==> config.mk <==
export PLATFORM = sky130hd
export DESIGN_NAME = fsk_tone_mod
export DESIGN_NICKNAME = d
export VERILOG_FILES = /design/src/rtl/fsk_mod_pkg.sv /design/src/rtl/fsk_mod_ctrl.sv /design/src/rtl/fsk_mod_datapath.sv /design/src/rtl/fsk_tone_mod.sv
export SDC_FILE = /design/constraint.sdc
export NUM_CORES = 1
export LEC_CHECK = 0
export ABC_AREA = 1
export BUFFER_PORTS_ARGS = -buffer_cell sky130_fd_sc_hd__buf_4
export CORE_MARGIN = 1.5
export CORE_UTILIZATION = 30
export CTS_CLUSTER_DIAMETER = 40
export DETAILED_ROUTE_END_ITERATION = 16
export GPL_TIMING_DRIVEN = 0
export PLACE_DENSITY_LB_ADDON = 0.25
export SYNTH_ARGS = -nofsm -noshare
export SYNTH_HDL_FRONTEND = slang
export SYNTH_SLANG_ARGS = --single-unit
==> constraint.sdc <==
create_clock -name clk -period 3.7 [get_ports clk]
set_input_delay 0.37 -clock clk [delete_from_list [all_inputs] [get_ports clk]]
set_output_delay 0.37 -clock clk [all_outputs]
set_load 0.02 [all_outputs]
==> src/rtl/fsk_mod_pkg.sv <==
package fsk_mod_pkg;

  typedef struct packed {
    logic sampleTick;
    logic bitTick;
    logic active;
  } fskStrobes_t;

  // sel = {bellMode, highSpeed, bit}
  function automatic int toneHz(input int sel);
    case (sel)
      7: return 1200;
      6: return 2200;
      5: return 387;
      4: return 487;
      3: return 1300;
      2: return 2100;
      1: return 390;
      default: return 450;
    endcase
  endfunction

  function automatic longint toneInc(input int freqHz, input int phaseW,
                                     input int clkHz, input int sampleDiv);
    longint num;
    num = (longint'(freqHz) * longint'(sampleDiv)) << phaseW;
    return (num + longint'(clkHz) / 2) / longint'(clkHz);
  endfunction

  function automatic int sineEntry(input int idx, input int depth, input int amp);
    real x;
    x = amp * $sin(6.283185307179586 * idx / depth);
    if (x >= 0.0) return $rtoi(x + 0.5);
    return -$rtoi(0.5 - x);
  endfunction

endpackage

==> src/rtl/fsk_mod_ctrl.sv <==
module fsk_mod_ctrl
  import fsk_mod_pkg::*;
#(
  parameter int CLK_HZ       = 3579545,
  parameter int SAMPLE_DIV   = 4,
  parameter int HI_BAUD      = 1200,
  parameter int LO_BAUD_BELL = 150,
  parameter int LO_BAUD_V23  = 75
) (
  input  logic        clk,
  input  logic        rstN,
  input  logic        fskEnable,
  input  logic        dtmfSelect,
  input  logic        bellMode,
  input  logic        highSpeed,
  output fskStrobes_t strobes
);
  localparam int ACC_W = $clog2(CLK_HZ) + 1;
  localparam logic [ACC_W:0] LIMIT = (ACC_W + 1)'(CLK_HZ);

  logic active;
  logic sampleTick;
  logic bitTickQ;
  logic [ACC_W-1:0] fracAcc;
  logic [ACC_W:0] baudStep;
  logic [ACC_W:0] accSum;

  assign active = fskEnable & ~dtmfSelect;

  generate
    if (SAMPLE_DIV > 1) begin : g_div
      localparam int CW = $clog2(SAMPLE_DIV);
      localparam logic [CW-1:0] LAST = CW'(SAMPLE_DIV - 1);
      logic [CW-1:0] divCnt;
      always_ff @(posedge clk or negedge rstN) begin
        if (!rstN) divCnt <= '0;
        else if (divCnt == LAST) divCnt <= '0;
        else divCnt <= divCnt + 1'b1;
      end
      assign sampleTick = (divCnt == LAST);
      // sample ticks never come back to back
      a_r2_tick_gap: assert property (@(posedge clk) disable iff (!rstN)
        sampleTick |=> !sampleTick);
    end else begin : g_nodiv
      assign sampleTick = 1'b1;
    end
  endgenerate

  always_comb begin
    if (highSpeed) baudStep = (ACC_W + 1)'(HI_BAUD);
    else if (bellMode) baudStep = (ACC_W + 1)'(LO_BAUD_BELL);
    else baudStep = (ACC_W + 1)'(LO_BAUD_V23);
  end

  assign accSum = {1'b0, fracAcc} + baudStep;

  always_ff @(posedge clk or negedge rstN) begin
    if (!rstN) begin
      fracAcc  <= '0;
      bitTickQ <= 1'b0;
    end else if (!active) begin
      fracAcc  <= '0;
      bitTickQ <= 1'b0;
    end else if (accSum >= LIMIT) begin
      fracAcc  <= ACC_W'(accSum - LIMIT);
      bitTickQ <= 1'b1;
    end else begin
      fracAcc  <= accSum[ACC_W-1:0];
      bitTickQ <= 1'b0;
    end
  end

  assign strobes = '{sampleTick: sampleTick, bitTick: bitTickQ, active: active};

  // no bit strobe after an inactive cycle
  a_r3_idle_no_strobe: assert property (@(posedge clk) disable iff (!rstN)
    !active |=> !bitTickQ);

  // bit strobe is a single-cycle pulse
  a_r4_strobe_pulse: assert property (@(posedge clk) disable iff (!rstN)
    bitTickQ |=> !bitTickQ);

endmodule

==> src/rtl/fsk_mod_datapath.sv <==
module fsk_mod_datapath
  import fsk_mod_pkg::*;
#(
  parameter int CLK_HZ     = 3579545,
  parameter int SAMPLE_DIV = 4,
  parameter int PHASE_W    = 24,
  parameter int LUT_AW     = 8,
  parameter int SAMPLE_W   = 8
) (
  input  logic                       clk,
  input  logic                       rstN,
  input  fskStrobes_t                strobes,
  input  logic                       bellMode,
  input  logic                       highSpeed,
  input  logic                       txBit,
  output logic signed [SAMPLE_W-1:0] sample,
  output logic                       sampleValid
);
  localparam int LUT_DEPTH = 1 << LUT_AW;
  localparam int AMP       = (1 << (SAMPLE_W - 1)) - 1;

  logic signed [SAMPLE_W-1:0] sineLut [LUT_DEPTH];
  logic [PHASE_W-1:0] incTable [8];
  logic [PHASE_W-1:0] phaseAcc;
  logic [PHASE_W-1:0] phaseStep;
  logic               curBit;

  generate
    for (genvar gi = 0; gi < LUT_DEPTH; gi++) begin : g_lut
      localparam int ENTRY = sineEntry(gi, LUT_DEPTH, AMP);
      assign sineLut[gi] = SAMPLE_W'(ENTRY);
    end
    for (genvar gt = 0; gt < 8; gt++) begin : g_inc
      localparam longint INC = toneInc(toneHz(gt), PHASE_W, CLK_HZ, SAMPLE_DIV);
      assign incTable[gt] = PHASE_W'(INC);
    end
  endgenerate

  assign phaseStep = incTable[{bellMode, highSpeed, curBit}];

  always_ff @(posedge clk or negedge rstN) begin
    if (!rstN) curBit <= 1'b0;
    else if (strobes.bitTick) curBit <= txBit;
  end

  always_ff @(posedge clk or negedge rstN) begin
    if (!rstN) begin
      phaseAcc    <= '0;
      sample      <= '0;
      sampleValid <= 1'b0;
    end else begin
      sampleValid <= strobes.sampleTick;
      if (strobes.sampleTick) begin
        if (strobes.active) begin
          sample   <= sineLut[phaseAcc[PHASE_W-1 -: LUT_AW]];
          phaseAcc <= phaseAcc + phaseStep;
        end else begin
          sample <= '0;
        end
      end
    end
  end

  // held bit moves only after a bit strobe
  a_r5_bit_hold: assert property (@(posedge clk) disable iff (!rstN)
    !strobes.bitTick |=> $stable(curBit));

  // inactive sample period yields a mid-scale valid sample
  a_r3_mid_scale: assert property (@(posedge clk) disable iff (!rstN)
    (strobes.sampleTick && !strobes.active) |=> (sampleValid && sample == '0));

  // phase moves only on an active sample tick
  a_r8_phase_hold: assert property (@(posedge clk) disable iff (!rstN)
    !(strobes.sampleTick && strobes.active) |=> $stable(phaseAcc));

  // valid follows every sample tick
  a_r2_valid_follow: assert property (@(posedge clk) disable iff (!rstN)
    strobes.sampleTick |=> sampleValid);

endmodule

==> src/rtl/fsk_tone_mod.sv <==
module fsk_tone_mod
  import fsk_mod_pkg::*;
#(
  parameter int CLK_HZ       = 3579545,
  parameter int SAMPLE_DIV   = 4,
  parameter int PHASE_W      = 24,
  parameter int LUT_AW       = 8,
  parameter int SAMPLE_W     = 8,
  parameter int HI_BAUD      = 1200,
  parameter int LO_BAUD_BELL = 150,
  parameter int LO_BAUD_V23  = 75
) (
  input  logic                       clk,
  input  logic                       rstN,
  input  logic                       fskEnable,
  input  logic                       highSpeed,
  input  logic                       bellMode,
  input  logic                       dtmfSelect,
  input  logic                       txBit,
  output logic                       bitStrobe,
  output logic signed [SAMPLE_W-1:0] sample,
  output logic                       sampleValid
);
  fskStrobes_t strobes;

  fsk_mod_ctrl #(
    .CLK_HZ(CLK_HZ), .SAMPLE_DIV(SAMPLE_DIV), .HI_BAUD(HI_BAUD),
    .LO_BAUD_BELL(LO_BAUD_BELL), .LO_BAUD_V23(LO_BAUD_V23)
  ) u_ctrl (
    .clk(clk), .rstN(rstN), .fskEnable(fskEnable), .dtmfSelect(dtmfSelect),
    .bellMode(bellMode), .highSpeed(highSpeed), .strobes(strobes)
  );

  fsk_mod_datapath #(
    .CLK_HZ(CLK_HZ), .SAMPLE_DIV(SAMPLE_DIV), .PHASE_W(PHASE_W),
    .LUT_AW(LUT_AW), .SAMPLE_W(SAMPLE_W)
  ) u_dp (
    .clk(clk), .rstN(rstN), .strobes(strobes), .bellMode(bellMode),
    .highSpeed(highSpeed), .txBit(txBit), .sample(sample), .sampleValid(sampleValid)
  );

  assign bitStrobe = strobes.bitTick;

endmodule

# Yosys cells after proc, flatten, opt, wreduce, memory -nomap -nowiden

Memory sizes are Yosys's and may differ from the RTL's.
Cells that the tools add are included.

Memories kept: 2
Logic and storage cells: 34
Output and inout port bits: 10
Memory bits (read-only): 2240
Input port bits: 7
Register bits: 60

Memories:

| name            | depth | bits a word | rd ports | clocked after memory_dff | wr ports | line                   | source |
|---|---|---|---|---|---|---|---|
| (no name shown) | 256   | 8           | 1        | 0                        | 0        | fsk_mod_datapath.sv:55 | `sample <= sineLut[phaseAcc[PHASE_W-1 -: LUT_AW]];` |
| (no name shown) | 8     | 24          | 1        | 0                        | 0        | fsk_mod_datapath.sv:39 | `assign phaseStep = incTable[{bellMode, highSpeed, curBit}];` |

Muxes and demuxes: 12
Reductions and logical operators: 1
Bitwise operators: 4
$add $sub $neg: 4
$lt $le $gt $ge: 3
Equality and inequality tests: 1

Operators with widths:

| operator                                                                 | count |
|---|---|
| 24-bit two-way mux                                                       | 3 |
| 23-bit two-way mux                                                       | 2 |
| 8-bit two-way mux                                                        | 4 |
| 23-bit by 24-bit adder with 24-bit output                                | 1 |
| 24-bit adder                                                             | 1 |
| 24-bit by 22-bit >= comparator with 1-bit output (second input constant) | 1 |
| 23-bit by 22-bit subtractor with 23-bit output (second input constant)   | 1 |
| 9-bit >= comparator (second input constant)                              | 1 |
| 8-bit NOT with 9-bit output                                              | 1 |
| 4-bit >= comparator (second input constant)                              | 1 |
| 3-bit NOT with 4-bit output                                              | 1 |
| 2-bit by 1-bit adder with 2-bit output (second input constant)           | 1 |
| 2-bit equality test (second input constant)                              | 1 |
| 1-bit two-way mux                                                        | 2 |
| 2-bit two-way mux                                                        | 1 |
| 2-bit AND reduction                                                      | 1 |
| 1-bit AND                                                                | 1 |
| 1-bit NOT                                                                | 1 |

# Longest topological paths before layout

Depth in word-level cells: 6
Gate-level depth with buffers: 27
Depth with buffers taken out: 25

# Cells and area by module

Synthesis repeated with hierarchy kept, for this count alone.

Cell total of the unflattened synthesis: 1193
Area total of the unflattened synthesis: 7055.5 um2

Modules (own cells, without submodules):

| module           | cells each | times used | area an instance (um2) | seq. area each (um2) |
|---|---|---|---|---|
| fsk_mod_datapath | 717        | 1          | 4190.3                 | 850.8 |
| fsk_mod_ctrl     | 476        | 1          | 2865.2                 | 650.6 |

# Worst setup path after synthesis

OpenSTA, ideal clock, no wires.

Path kind: reg-to-reg
Start point: register u_dp.curBit
End point: register u_dp.phaseAcc[22]
Setup time: 0.080 ns
Clock period less this slack: 2.896 ns
Path buffers: 0
Stages on the path, launching flop included: 16
Data arrival time: 2.817 ns
Setup slack: 0.804 ns
Required time: 3.620 ns
Cell sequence: dfrtp_1 > inv_1 > ha_1 > xnor2_1 > ha_1 > nand3_1 > nand3_1 > nand2_1 > o21ai_0 > a21oi_1 > o31ai_1 > nand2_1 > nand2_1 > nand3_1 > nor3_1 > xor2_1

Word-level cells in the longest chain between the ends: 5

RTL lines:

| element                                                | line                   | source |
|---|---|---|
| start: declaration                                     | fsk_mod_datapath.sv:26 | `logic curBit;` |
| start signal: assignment                               | fsk_mod_datapath.sv:43 | `else if (strobes.bitTick) curBit <= txBit;` |
| 3-bit NOT with 4-bit output (not written as such)      | fsk_mod_datapath.sv:39 |  |
| memory read 8 x 24 bit                                 | --                     |  |
| 24-bit two-way mux (not written as such) (2 in series) | fsk_mod_datapath.sv:39 |  |
| 24-bit adder                                           | fsk_mod_datapath.sv:56 | `phaseAcc <= phaseAcc + phaseStep;` |
| end signal: assignment                                 | fsk_mod_datapath.sv:56 |  |
| end: declaration                                       | fsk_mod_datapath.sv:24 | `logic [PHASE_W-1:0] phaseAcc;` |

Every way passes these cells. The select of a mux whose other input is x is not followed.
A chain may end at the register's enable or synchronous reset.

# Worst setup path after layout

Ends and elaborated chain as after synthesis.

==> reports/metrics.yaml <==
synth_ff_type: "dfrtp_1"
vdd.ir_drop.worst_v: 0.0002943
cts.clk_slew.worst_paths_ns: 0.06
reg2regPathDepth: 15
drt-initial-drc-count: 802
initial_core_util_pct: 30.93
path_max_fanout: 6
relSlewSlack_pct: 45.74
numPortBuffers: 15
clock-sinks: 60
cp_num_buf_inv: 1
synth-edff-count: 0
die_area_mm2: 0.02195
die_y_um: 148.1
final_util_pct: 34.69
use_met1_pct: 26.59
clock-root-buffer: "clkbuf_16"
core_mm2: 0.02043
wl_um: 20760
hold_path.class: "in -> async"
place_congestion: 0.9931
grt_util_met3_pct: 3.344
drc_errors: 0
cp.required_ns: 3.95
syn_inst: 1042
ys_warn_count: 0
syn-num-nets: 1092
end_kind: "register"
wire_per_inst_um: 15.47
syn_area_mm2: 0.006320
ant_nets: 0
async_flop_share_pct: 100.0
hpwl_um: 15950
arrival_ns: 3.54
start_kind: "register"
critPathTopFamily: "simple AND/OR/NAND/NOR gates"
reg2reg_to: "u_dp.phaseAcc[22]$_DFFE_PN0P_"
worstPathCellList: "inv_1, ha_1, xnor2_1, ha_1, nand3_1, nand3_1, nand2_1, o21ai_1, a21oi_1, o31ai_2, nand2_1, nand2_1, nand3_1, nor3_1, xor2_1"
fmax_ghz: 0.3039
synthToLayoutAreaGrowth_pct: 12.14
cts_tree: "yes"
gr-total-overflow: 0
tightest_slew_ns: 0.8138
n_antenna_cell: 0
finalCritPeriodShare_pct: 88.94
maxCapViolCount: 0
post_cts_buffers: 0
antenna_found_initial: 0
postCtsHoldBufs: 0
finalHoldViolCount: 0
grt_first_pass_wirelength_um: 33490
vias_per_cell: 5.251
synth_cell_types: 48
hold_ws_ns: 0.1081
powerDensity_mw_per_mm2: 613.4
r2r_setup_slack_ns: 0.41
postPlaceCellArea_mm2: 0.006770
criticalPathCategory: "reg -> reg"
nets: 1118
dr.pass1.iters: 6
fin_worst_skew_ns: 0.008295
syn_avg_cell_area_um2: 6.065
p_leak_nw: 3.469
rsz0062_at_grt: "no"
status: "finished clean"
grt_pass1_vias: 6319
finalMaxSlewViolations: 0
ys_seq_area_share_pct: 23.76
clockBufferDepth: 2
grt_usage_pct: 19.22
setup_tns_ns: 0
chipWidth_um: 148.1
placedCellCount: 1327
h-tree-depth: 3
final_cells: 1342
period_minus_slack_ns: 3.291
report.final.setup_viol: 0
grt_max_degree: 61
ys_ff_latch: 60
vias: 7047
max_stage_delay_ns: 0.46
drive_gt1_share_pct: 4.944
clock_latency_ns: 0.34
rows: 52
cts_buffers: 9
num_io_pins: 17
post-route-cell-area_mm2: 0.007087
met2_usage_pct: 30.49
busiest_layer: "met2"
crit_slowest_cell: "dfrtp_1"
reg2reg_from: "u_dp.curBit$_DFFE_PN0P_"
## per-layer routing
metal / vias up / routed length (um)
met3: 41 / 1476
li1: 3490 / -
met2: 321 / 9142
met5: - / 0
met1: 3195 / 9652
met4: 0 / 485
## timing repair
| action | in CTS | in global routing |
|---|---|---|
| hold endpoints to repair | 0 | 0 |
| resized for setup | 0 | 4 |
| endpoints found under the setup margin | 0 | 4 |
## state kept, by name, summed over array words and instances (netlist names)
name                 count
u_dp.phaseAcc           24
u_ctrl.fracAcc          23
u_dp.sample              8
u_ctrl.g_div.divCnt      2
u_ctrl.bitTickQ          1
u_dp.curBit              1
u_dp.sampleValid         1
## layout by cell type, fill, tap and decap left out, types with 3 or more instances in the layout
cell type	n
ha_1	41
nand2_2	7
or2_2	3
inv_1	125
nand3_1	94
clkbuf_8	3
inv_2	3
a22oi_1	4
o21ai_0	75
nand2_1	308
buf_4	16
clkinv_1	6
clkbuf_16	9
nor3_1	11
dfrtp_1	60
a32o_1	3
o2111ai_1	5
xor2_1	12
and2_1	3
a221oi_1	3
nor2_1	122
nand4_1	12
xnor2_1	9
o22ai_1	3
clkbuf_1	20
o211ai_1	4
a31oi_1	5
nand3b_1	6
o221ai_1	5
o21ai_1	5
a21oi_1	60
## Yosys cell counts, types with 5 or more instances
cell type / instances / area share [%]
clkbuf_1: 20 / 1.2
inv_1: 125 / 7.4
nand2_2: 7 / 0.69
a21oi_1: 60 / 4.8
xnor2_1: 9 / 1.2
o221ai_1: 5 / 0.69
a31oi_1: 5 / 0.49
ha_1: 41 / 8.1
nand2_1: 308 / 18
nand4_1: 12 / 1.2
dfrtp_1: 60 / 24
o2111ai_1: 5 / 0.69
o21ai_0: 78 / 6.2
nand3b_1: 6 / 0.71
xor2_1: 12 / 1.7
nor3_1: 11 / 0.87
nand3_1: 94 / 7.4
clkinv_1: 6 / 0.36
nor2_1: 122 / 7.2
## through the flow
| stage | setup slack (ns) | power [W] |
|---|---|---|
| 3_5_place_dp | -0.004745 | 0.003356 |
| 4_1_cts | 0.08430 | 0.004269 |
| 3_3_place_gp | 0.05388 | 0.003440 |
| 6_report | 0.4092 | 0.004347 |
| 2_1_floorplan | 0.8038 | 0.002639 |
| 5_1_grt | 0.05225 | 0.004662 |
## logic make-up after synthesis
logic type	after synthesis	share of synthesized area, %
adders and majority gates	43	8.751
DFF	60	23.76
AOI/OAI and AO/OA	185	16.75
xor gates and xnor gates	21	2.910
buffers and inverters	161	9.978
and+or+nand+nor	572	37.85
## final cells by class
type                    instances  area [um2]
fillers                      2255       13340
inverters                     135       511.7
multi-input cells             821        4193
clock buffers                  12       266.5
flip-flops and latches         60        1501
clock inverters                 3       45.04
well taps                     270       337.8
plain buffers                  26       118.9
repair buffers                 15       112.6
## how the worst max path moves through the flow
| stage | start | end | cells past startpoint |
|---|---|---|---|
| final | u_dp.curBit$_DFFE_PN0P_ | u_dp.phaseAcc[22]$_DFFE_PN0P_ | 15 |
| after global placement | highSpeed | u_dp.phaseAcc[23]$_DFFE_PN0P_ | 16 |
| after global routing | u_dp.curBit$_DFFE_PN0P_ | u_dp.phaseAcc[23]$_DFFE_PN0P_ | 15 |
| after floorplan | u_dp.curBit$_DFFE_PN0P_ | u_dp.phaseAcc[22]$_DFFE_PN0P_ | 15 |
| after detailed placement | highSpeed | u_dp.phaseAcc[23]$_DFFE_PN0P_ | 16 |
| after CTS | u_dp.curBit$_DFFE_PN0P_ | u_dp.phaseAcc[23]$_DFFE_PN0P_ | 15 |
## report_power, final
part | total [W] | internal (W) | switching (W) | leakage [nW]
Combinational | 0.00257 | 0.000804 | 0.00177 | 2.56
Sequential | 0.000892 | 0.000794 | 0.0000989 | 0.765
Clock | 0.000883 | 0.000572 | 0.000311 | 0.147
Note: power is estimated with default switching activity, not from simulation.
